--- config.mk ---
export PLATFORM = sky130hd
export DESIGN_NAME = fault_scan_sequencer
export DESIGN_NICKNAME = d
export VERILOG_FILES = /design/src/rtl/fds_pkg.sv /design/src/rtl/fds_slot_pacer.sv /design/src/rtl/fds_window_timer.sv /design/src/rtl/fds_readback.sv /design/src/rtl/fault_scan_sequencer.sv
export SDC_FILE = /design/constraint.sdc
export NUM_CORES = 1
export LEC_CHECK = 0
export ABC_AREA = 1
export BUFFER_PORTS_ARGS = -buffer_cell sky130_fd_sc_hd__buf_2
export CAP_MARGIN = 20
export CELL_PAD_IN_SITES_DETAIL_PLACEMENT = 1
export CELL_PAD_IN_SITES_GLOBAL_PLACEMENT = 1
export CORE_ASPECT_RATIO = 1.25
export CORE_UTILIZATION = 35
export DETAILED_ROUTE_END_ITERATION = 10
export GPL_ROUTABILITY_DRIVEN = 0
export PLACE_DENSITY_LB_ADDON = 0.12
export SKIP_CTS_REPAIR_TIMING = 1
export SLEW_MARGIN = 10
export SYNTH_ARGS = -nofsm -noshare
export SYNTH_HDL_FRONTEND = slang
export SYNTH_SLANG_ARGS = --single-unit
export TNS_END_PERCENT = 50
--- constraint.sdc ---
create_clock -name clk -period 6.2 [get_ports clk]
set_clock_uncertainty 0.1 [all_clocks]
set_input_delay 1.24 -clock clk [delete_from_list [all_inputs] [get_ports clk]]
set_output_delay 1.24 -clock clk [all_outputs]
set_load 0.1 [all_outputs]
--- src/rtl/fds_pkg.sv ---
package fds_pkg;

  typedef enum logic [2:0] {
    PH_IDLE, PH_ENTRY, PH_LOAD, PH_LATCH, PH_WINDOW, PH_READ, PH_EXIT, PH_DONE
  } phase_t;

  localparam int KEY_LEN = 5;

  // enable level (active low) for key pulse idx, shared by both keys
  function automatic logic key_oe_n(input int idx);
    case (idx)
      1:       return 1'b0;
      default: return 1'b1;
    endcase
  endfunction

  // latch level for key pulse idx of the entry key; exit key keeps it low
  function automatic logic key_le_entry(input int idx);
    return (idx == 3);
  endfunction

  // number of clock slots a phase spends
  function automatic int phase_slots(input phase_t ph, input int bits);
    case (ph)
      PH_ENTRY, PH_EXIT: return KEY_LEN;
      PH_LOAD, PH_READ:  return bits;
      PH_LATCH:          return 1;
      default:           return 0;
    endcase
  endfunction

  // phases in which the serial clock actually toggles
  function automatic logic phase_pulses(input phase_t ph);
    return (ph == PH_ENTRY) || (ph == PH_LOAD) || (ph == PH_READ) || (ph == PH_EXIT);
  endfunction

  // system edges from the start-sampling edge to the done cycle
  function automatic int pass_length(input int bits, input int det);
    return 2 * (2 * KEY_LEN + 2 * bits + 1) + det;
  endfunction

endpackage

--- src/rtl/fds_slot_pacer.sv ---
module fds_slot_pacer #(
  parameter int IDX_W = 5
) (
  input  logic             clk,
  input  logic             rst,
  input  logic             restart,
  input  logic             run,
  output logic             half,
  output logic [IDX_W-1:0] idx,
  output logic             slot_end
);
  always_ff @(posedge clk) begin
    if (rst || restart) begin
      half <= 1'b0;
      idx  <= '0;
    end else if (run) begin
      half <= ~half;
      if (half) idx <= idx + 1'b1;
    end
  end

  assign slot_end = run && half;

  a_r2_half_alternates: assert property (@(posedge clk) disable iff (rst)
    (run && !restart && !half) |=> half);
endmodule

--- src/rtl/fds_window_timer.sv ---
module fds_window_timer #(
  parameter int DET_CYCLES = 100
) (
  input  logic clk,
  input  logic rst,
  input  logic active,
  output logic expire
);
  localparam int CNT_W = $clog2(DET_CYCLES + 1);

  logic [CNT_W-1:0] cnt;

  always_ff @(posedge clk) begin
    if (rst || !active) cnt <= '0;
    else                cnt <= cnt + 1'b1;
  end

  assign expire = active && (cnt == CNT_W'(DET_CYCLES - 1));

  a_r6_timer_bound: assert property (@(posedge clk) disable iff (rst)
    active |-> (cnt < CNT_W'(DET_CYCLES)));
endmodule

--- src/rtl/fds_readback.sv ---
module fds_readback #(
  parameter int BITS = 16
) (
  input  logic            clk,
  input  logic            rst,
  input  logic            take,
  input  logic            bit_in,
  output logic [BITS-1:0] word
);
  always_ff @(posedge clk) begin
    if (rst)       word <= '0;
    else if (take) word <= {word[BITS-2:0], bit_in};
  end
endmodule

--- src/rtl/fault_scan_sequencer.sv ---
module fault_scan_sequencer #(
  parameter int BITS       = 16,
  parameter int DET_CYCLES = 100
) (
  input  logic            clk,
  input  logic            rst,
  input  logic            start,
  input  logic            drv_sdo,
  output logic            drv_clk,
  output logic            drv_sdi,
  output logic            drv_le,
  output logic            drv_oe_n,
  output logic [BITS-1:0] result,
  output logic            done
);
  import fds_pkg::*;

  localparam int IDX_W = $clog2(BITS + 1);

  phase_t           phase_q, phase_d;
  logic             half, slot_end, slot_last, pacer_run, restart;
  logic             win_active, win_expire, take;
  logic [IDX_W-1:0] idx;
  logic [BITS-1:0]  captured;

  assign pacer_run  = phase_pulses(phase_q) || (phase_q == PH_LATCH);
  assign slot_last  = slot_end && (idx == IDX_W'(phase_slots(phase_q, BITS) - 1));
  assign win_active = (phase_q == PH_WINDOW);
  assign take       = (phase_q == PH_READ) && !half;

  always_comb begin
    phase_d = phase_q;
    case (phase_q)
      PH_IDLE:   if (start)      phase_d = PH_ENTRY;
      PH_ENTRY:  if (slot_last)  phase_d = PH_LOAD;
      PH_LOAD:   if (slot_last)  phase_d = PH_LATCH;
      PH_LATCH:  if (slot_last)  phase_d = PH_WINDOW;
      PH_WINDOW: if (win_expire) phase_d = PH_READ;
      PH_READ:   if (slot_last)  phase_d = PH_EXIT;
      PH_EXIT:   if (slot_last)  phase_d = PH_DONE;
      default:                   phase_d = PH_IDLE;
    endcase
  end

  assign restart = (phase_d != phase_q);

  always_ff @(posedge clk) begin
    if (rst) begin
      phase_q <= PH_IDLE;
      result  <= '0;
    end else begin
      phase_q <= phase_d;
      if (phase_q == PH_EXIT && phase_d == PH_DONE) result <= captured;
    end
  end

  fds_slot_pacer #(.IDX_W(IDX_W)) i_pacer (
    .clk(clk), .rst(rst), .restart(restart), .run(pacer_run),
    .half(half), .idx(idx), .slot_end(slot_end)
  );

  fds_window_timer #(.DET_CYCLES(DET_CYCLES)) i_timer (
    .clk(clk), .rst(rst), .active(win_active), .expire(win_expire)
  );

  fds_readback #(.BITS(BITS)) i_readback (
    .clk(clk), .rst(rst), .take(take), .bit_in(drv_sdo), .word(captured)
  );

  // pin decode from registered state: levels move only when half returns to 0
  always_comb begin
    drv_clk  = half && phase_pulses(phase_q);
    drv_sdi  = (phase_q == PH_LOAD);
    drv_le   = 1'b0;
    drv_oe_n = 1'b1;
    case (phase_q)
      PH_ENTRY: begin
        drv_oe_n = key_oe_n(int'(idx));
        drv_le   = key_le_entry(int'(idx));
      end
      PH_EXIT:   drv_oe_n = key_oe_n(int'(idx));
      PH_LATCH:  drv_le   = 1'b1;
      PH_WINDOW: drv_oe_n = 1'b0;
      default: ;
    endcase
  end

  assign done = (phase_q == PH_DONE);

  a_r2_steady_at_rise: assert property (@(posedge clk) disable iff (rst)
    $rose(drv_clk) |-> ($stable(drv_sdi) && $stable(drv_le) && $stable(drv_oe_n)));

  a_r4_ones_loaded: assert property (@(posedge clk) disable iff (rst)
    (drv_clk && phase_q == PH_LOAD) |-> (drv_sdi && drv_oe_n && !drv_le));

  a_r5_latch_no_clock: assert property (@(posedge clk) disable iff (rst)
    (drv_le && phase_q != PH_ENTRY) |-> !drv_clk);

  a_r6_enable_low_place: assert property (@(posedge clk) disable iff (rst)
    !drv_oe_n |-> (phase_q == PH_WINDOW || phase_q == PH_ENTRY || phase_q == PH_EXIT));

  a_r9_done_single: assert property (@(posedge clk) disable iff (rst)
    done |=> !done);

  a_r9_result_on_done: assert property (@(posedge clk) disable iff (rst)
    $changed(result) |-> done);

  a_r10_no_restart_from_done: assert property (@(posedge clk) disable iff (rst)
    done |=> (phase_q == PH_IDLE));
endmodule

=== Word level (Yosys, flattened, before mapping) ===
Index checks and enable logic that the tools add are counted.

* Shift-type cells: 0
* Divide/modulo/power cells: 0
* Bitwise operators: 1
* $lt $le $gt $ge: 0
* Multiplexer cells: 12
* Multipliers: 0
* Eq/ne operators: 13
* Add/subtract/negate cells: 3
* Reductions and logical operators: 18

{| class="wikitable"
|+ Operators with widths
! cell !! count
|-
| $mux W3 || 7
|-
| $pmux W3 S7 || 1
|-
| $eq A3 B3 Y1 const B || 5
|-
| $pmux W5 S3 || 1
|-
| $add A7 B1 Y7 const B || 1
|-
| $eq A7 B7 Y1 const B || 1
|-
| $eq A3 B2 Y1 const B || 2
|-
| $logic_and A1 B1 Y1 || 6
|-
| $logic_or A1 B1 Y1 || 6
|-
| $add A5 B1 Y5 const B || 1
|-
| $eq A5 B1 Y1 const B || 1
|-
| $eq A5 B3 Y1 const B || 1
|-
| $eq A5 B5 Y1 || 1
|-
| $sub A5 B2 Y5 const B || 1
|-
| $pmux W1 S2 || 2
|-
| $reduce_or A2 Y1 || 2
|-
| $eq A3 B1 Y1 const B || 1
|-
| $logic_not A3 Y1 || 1
|-
| $ne A3 B3 Y1 || 1
|-
| $logic_not A1 Y1 || 2
|-
| $reduce_and A2 Y1 || 1
|-
| $mux W1 || 1
|-
| $not A1 Y1 || 1
|}

* Output and inout bits: 21
* Register bits: 48
* ROM bits: 0
* Latch bits: 0
* RAM bits: 0
* Input port bits: 4
* Memories: 0
* Logic and storage cells: 53

=== Longest topological paths before layout ===
* Word-level depth: 11
* Gate-level depth with buffers: 17
* Depth with buffers taken out: 17

=== Hierarchy ===
A second synthesis with hierarchy kept.

* Cell total of the unflattened synthesis: 363
* Area total of the unflattened synthesis: 2399.8 um^2

{| class="wikitable"
|+ Modules (own cells, without submodules)
! module !! area each (um^2) !! seq. area each (um^2) !! cells an instance !! times used
|-
| fault_scan_sequencer || 1104.8 || 380.4 || 176 || 1
|-
| fds_readback || 670.6 || 320.3 || 101 || 1
|-
| fds_window_timer || 345.3 || 140.1 || 50 || 1
|-
| fds_slot_pacer || 279.0 || 120.1 || 36 || 1
|}

=== Least setup slack after synthesis ===
Ideal clock, no wire load.

* Kind: register -> output
* Start point: reg phase_q[1]
* End point: out drv_le
* Buffers on the path: 0
* Data required time: 4860 ps
* Setup slack: 1911 ps
* Arrival time: 2949 ps
* Stages on the path, launching flop included: 5
* Cell sequence: dfxtp_1 inv_1 ha_1 nand2_1 o21ai_0

* Cells in the longest elaborated chain, start to end: 2
* Elaborated cells between the ends (all ways): 3
* Those cells by class: eq/ne (2); mux (1)

{| class="wikitable"
|+ RTL lines
! what !! RTL line !! RTL
|-
| from (decl) || fault_scan_sequencer.sv:20 || <nowiki>phase_t phase_q, phase_d;</nowiki>
|-
| from (signal assigned) || fault_scan_sequencer.sv:52 || <nowiki>phase_q <= phase_d;</nowiki>
|-
| $eq A3 B2 Y1 or $eq A3 B1 Y1 (tied branches) || fault_scan_sequencer.sv:76 || <nowiki>case (phase_q)</nowiki>
|-
| $pmux W1 S2 * || fault_scan_sequencer.sv:76 ||
|-
| to (decl) || fault_scan_sequencer.sv:11 || <nowiki>output logic drv_le,</nowiki>
|}

Every way passes the cells marked *; elsewhere a longest branch is shown, timed or not.

=== Worst setup path after layout ===
* Start point: reg phase_q[0]
* End point: out drv_oe_n

* Cells in the longest elaborated chain, start to end: 3
* Elaborated cells between the ends (all ways): 5
* Those cells by class: eq/ne (3); mux (1); reduce/logical (1)

{| class="wikitable"
|+ RTL lines
! what !! RTL line !! RTL
|-
| $eq A3 B1 Y1 or $eq A3 B3 Y1 (tied branches) || fault_scan_sequencer.sv:76 ||
|-
| $reduce_or A2 Y1 (no line) || - ||
|-
| $pmux W1 S2 * || fault_scan_sequencer.sv:76 ||
|-
| to (decl) || fault_scan_sequencer.sv:12 || <nowiki>output logic drv_oe_n,</nowiki>
|}

Marks and branches as above.

==> run summary <==
outcome - finished, final reports clean
arrival time at the worst endpoint - 2080 ps
Remaining DRCs - 0
Top FF cell, synth - dfxtp_1
P&R area growth vs syn - 11.3%
Starting Density - 0.360
commonest cells after routing, fill and taps aside - 48 x nor2_1, 48 x dfxtp_1, 38 x nand3_1
pwr dens - 208 mW/mm^2
fmax - 293 MHz
origin of the critical flop-to-flop path - phase_q[0]
DP HPWL - 3900 um
Cell Area, Placed - 0.00252 mm^2
Netlist Area Pre-Place - 0.00235 mm^2
Setup WS post-layout - 2780 ps
hold path depth - 1
Reg2Reg Setup Slack - 3360 ps
Post-synth EDFFs - 0
Synth Net Count - 319
largest net degree at the start of global routing - 21
initial antenna violation count - 0
clock tree buffer depth - 2
Clk Tree Root Cell - clkbuf_8
setup violators final - 0
Max transition margin - 0.629
Syn. warnings - 0
via count - 2008
fin nets - 342
ys async rst share - 0
CP Max Fanout - 6
Clk pin slew, worst setup/hold paths - 90 ps
post-synthesis register bit count - 48
Critical Path RT - 4860 ps
core area - 0.00652 mm^2
Worst Max-Slew Pin Slew - 555 ps
pre-CTS WS - 3100 ps
antenna viol nets, final - 0
Min-Delay Path Class - flip-flop to flip-flop
Post-Synthesis Cells - 308
worst IR drop on VDD - 0.0957 mV
Synth Area per Inst - 7.62 um^2
Fillers - 876
num ports - 25
GRT overflow - 0
synth unique cells - 29
H-tree depth - 2
setup TNS - 0 ps
Endpoint, Worst Hold - i_timer.cnt[0]
Startpoint Class - flip-flop
worst hold slack - 357 ps
Die W - 75.2 um
Final Max Tran Viols - 0
gr usage total - 0.173
cell area after layout - 0.00261 mm^2
Seq/Total Area, Yosys - 0.410
R2R Path End - result[1]
initial drt markers - 36
Sink Count - 48
Core Rows - 33
total length of routed wires - 5410 um
Diodes inserted - 0
critical path class - flip-flop to primary output
Clk Latency, worst-skew pair - 300 ps
fin util - 0.400
CTS tree - yes
Final Cycle Share - 0.551
via density per instance - 4.79
Max-cap violations - 0
vias in the first global route - 2040
PortBufs - 24
WL per Instance - 12.9 um
R2R depth - 12
LEAKAGE - 1.10 nW
min-delay src - i_timer.cnt[0]
fin crit period - 3420 ps
global-route wire length before repair - 9350 um
Crit. End Element - primary output
RSZ-0062 raised after global routing - no
die height - 93.5 um
Fin. Hold Viols - 0
First-pass DRT Iterations - 4
share of cells above drive strength 1 - 0.217
die area - 0.00704 mm^2
CTS buffer count - 5
## worst max-delay path: stages, from the launching register on
cell and delay (ps):
dfxtp_1 460, inv_1 150, ha_1 330, nand2_2 180, a21oi_1 90, a21oi_1 120
buf_2 440
## report_power, final
| part | switching (W) | leakage, nW | total [W] | internal (W) |
|---|---|---|---|---|
| registers | 0.00000197 | 0.387 | 0.000311 | 0.000309 |
| clock network | 0.000107 | 0.0445 | 0.000197 | 0.0000908 |
| logic | 0.0000253 | 0.670 | 0.0000357 | 0.0000104 |
## layer usage
layer  GRT usage  share of wire
met1       0.208           0.46
met2       0.306           0.50
met3      0.0259          0.020
met4      0.0602          0.016
met5           0              0
## area by class of cell
type                    instances  area [um^2]  share of cell area
flip-flops and latches         48          961               0.368
well taps                      87          109              0.0417
clock buffers                   7         86.3              0.0331
inverters                      35          131              0.0503
repair buffers                 25          128              0.0489
multi-input cells             216         1190               0.455
clock inverters                 1         7.51             0.00287
## cell families (layout without fill, tap and decap cells)
family / after synthesis / in the layout / synth area share
buf+inv: 44 / 68 / 0.0837
flops: 48 / 48 / 0.410
fa+ha+maj: 7 / 7 / 0.0373
compound gates: 54 / 54 / 0.143
xor+xnor: 5 / 5 / 0.0187
simple gates: 150 / 150 / 0.307
## sequential cells by signal, indices dropped and copies added, names as in the netlist
name             count
i_timer.cnt          7
i_pacer.half         1
result              16
i_readback.word     16
phase_q              3
i_pacer.idx          5
## synth_stat cells, types with 2 or more instances
| cell | instances | area (um^2) |
|---|---|---|
| a21oi_1 | 19 | 95.1 |
| a21oi_2 | 10 | 87.6 |
| a21oi_4 | 2 | 32.5 |
| clkbuf_1 | 5 | 18.8 |
| dfxtp_1 | 48 | 961 |
| ha_1 | 7 | 87.6 |
| inv_1 | 32 | 120 |
| inv_2 | 3 | 11.3 |
| nand2_1 | 32 | 120 |
| nand2_2 | 16 | 100 |
| nand2_4 | 5 | 56.3 |
| nand3_1 | 38 | 190 |
| nor2_1 | 48 | 180 |
| nor2_2 | 2 | 12.5 |
| nor3_1 | 3 | 15.0 |
| nor4_1 | 3 | 18.8 |
| o21ai_0 | 20 | 100 |
| xor2_1 | 4 | 35.0 |
## metrics by stage
stage,power [W],instances
after floorplan,0.000347,308
after global placement,0.000354,411
after detailed placement,0.000354,411
after CTS,0.000554,419
after global routing,0.000569,419
final,0.000544,419
## how the worst max path moves through the flow
stage | from | to | slack (ps) | cells past startpoint
2_1_floorplan | phase_q[1] | drv_le | 1910 | 4
3_3_place_gp | phase_q[0] | drv_oe_n | 3160 | 6
3_5_place_dp | phase_q[0] | drv_oe_n | 3100 | 6
4_1_cts | phase_q[0] | drv_oe_n | 2750 | 6
5_1_grt | phase_q[0] | drv_oe_n | 2590 | 6
6_report | phase_q[0] | drv_oe_n | 2780 | 6
No activity file was read; power rests on OpenSTA's default activity.
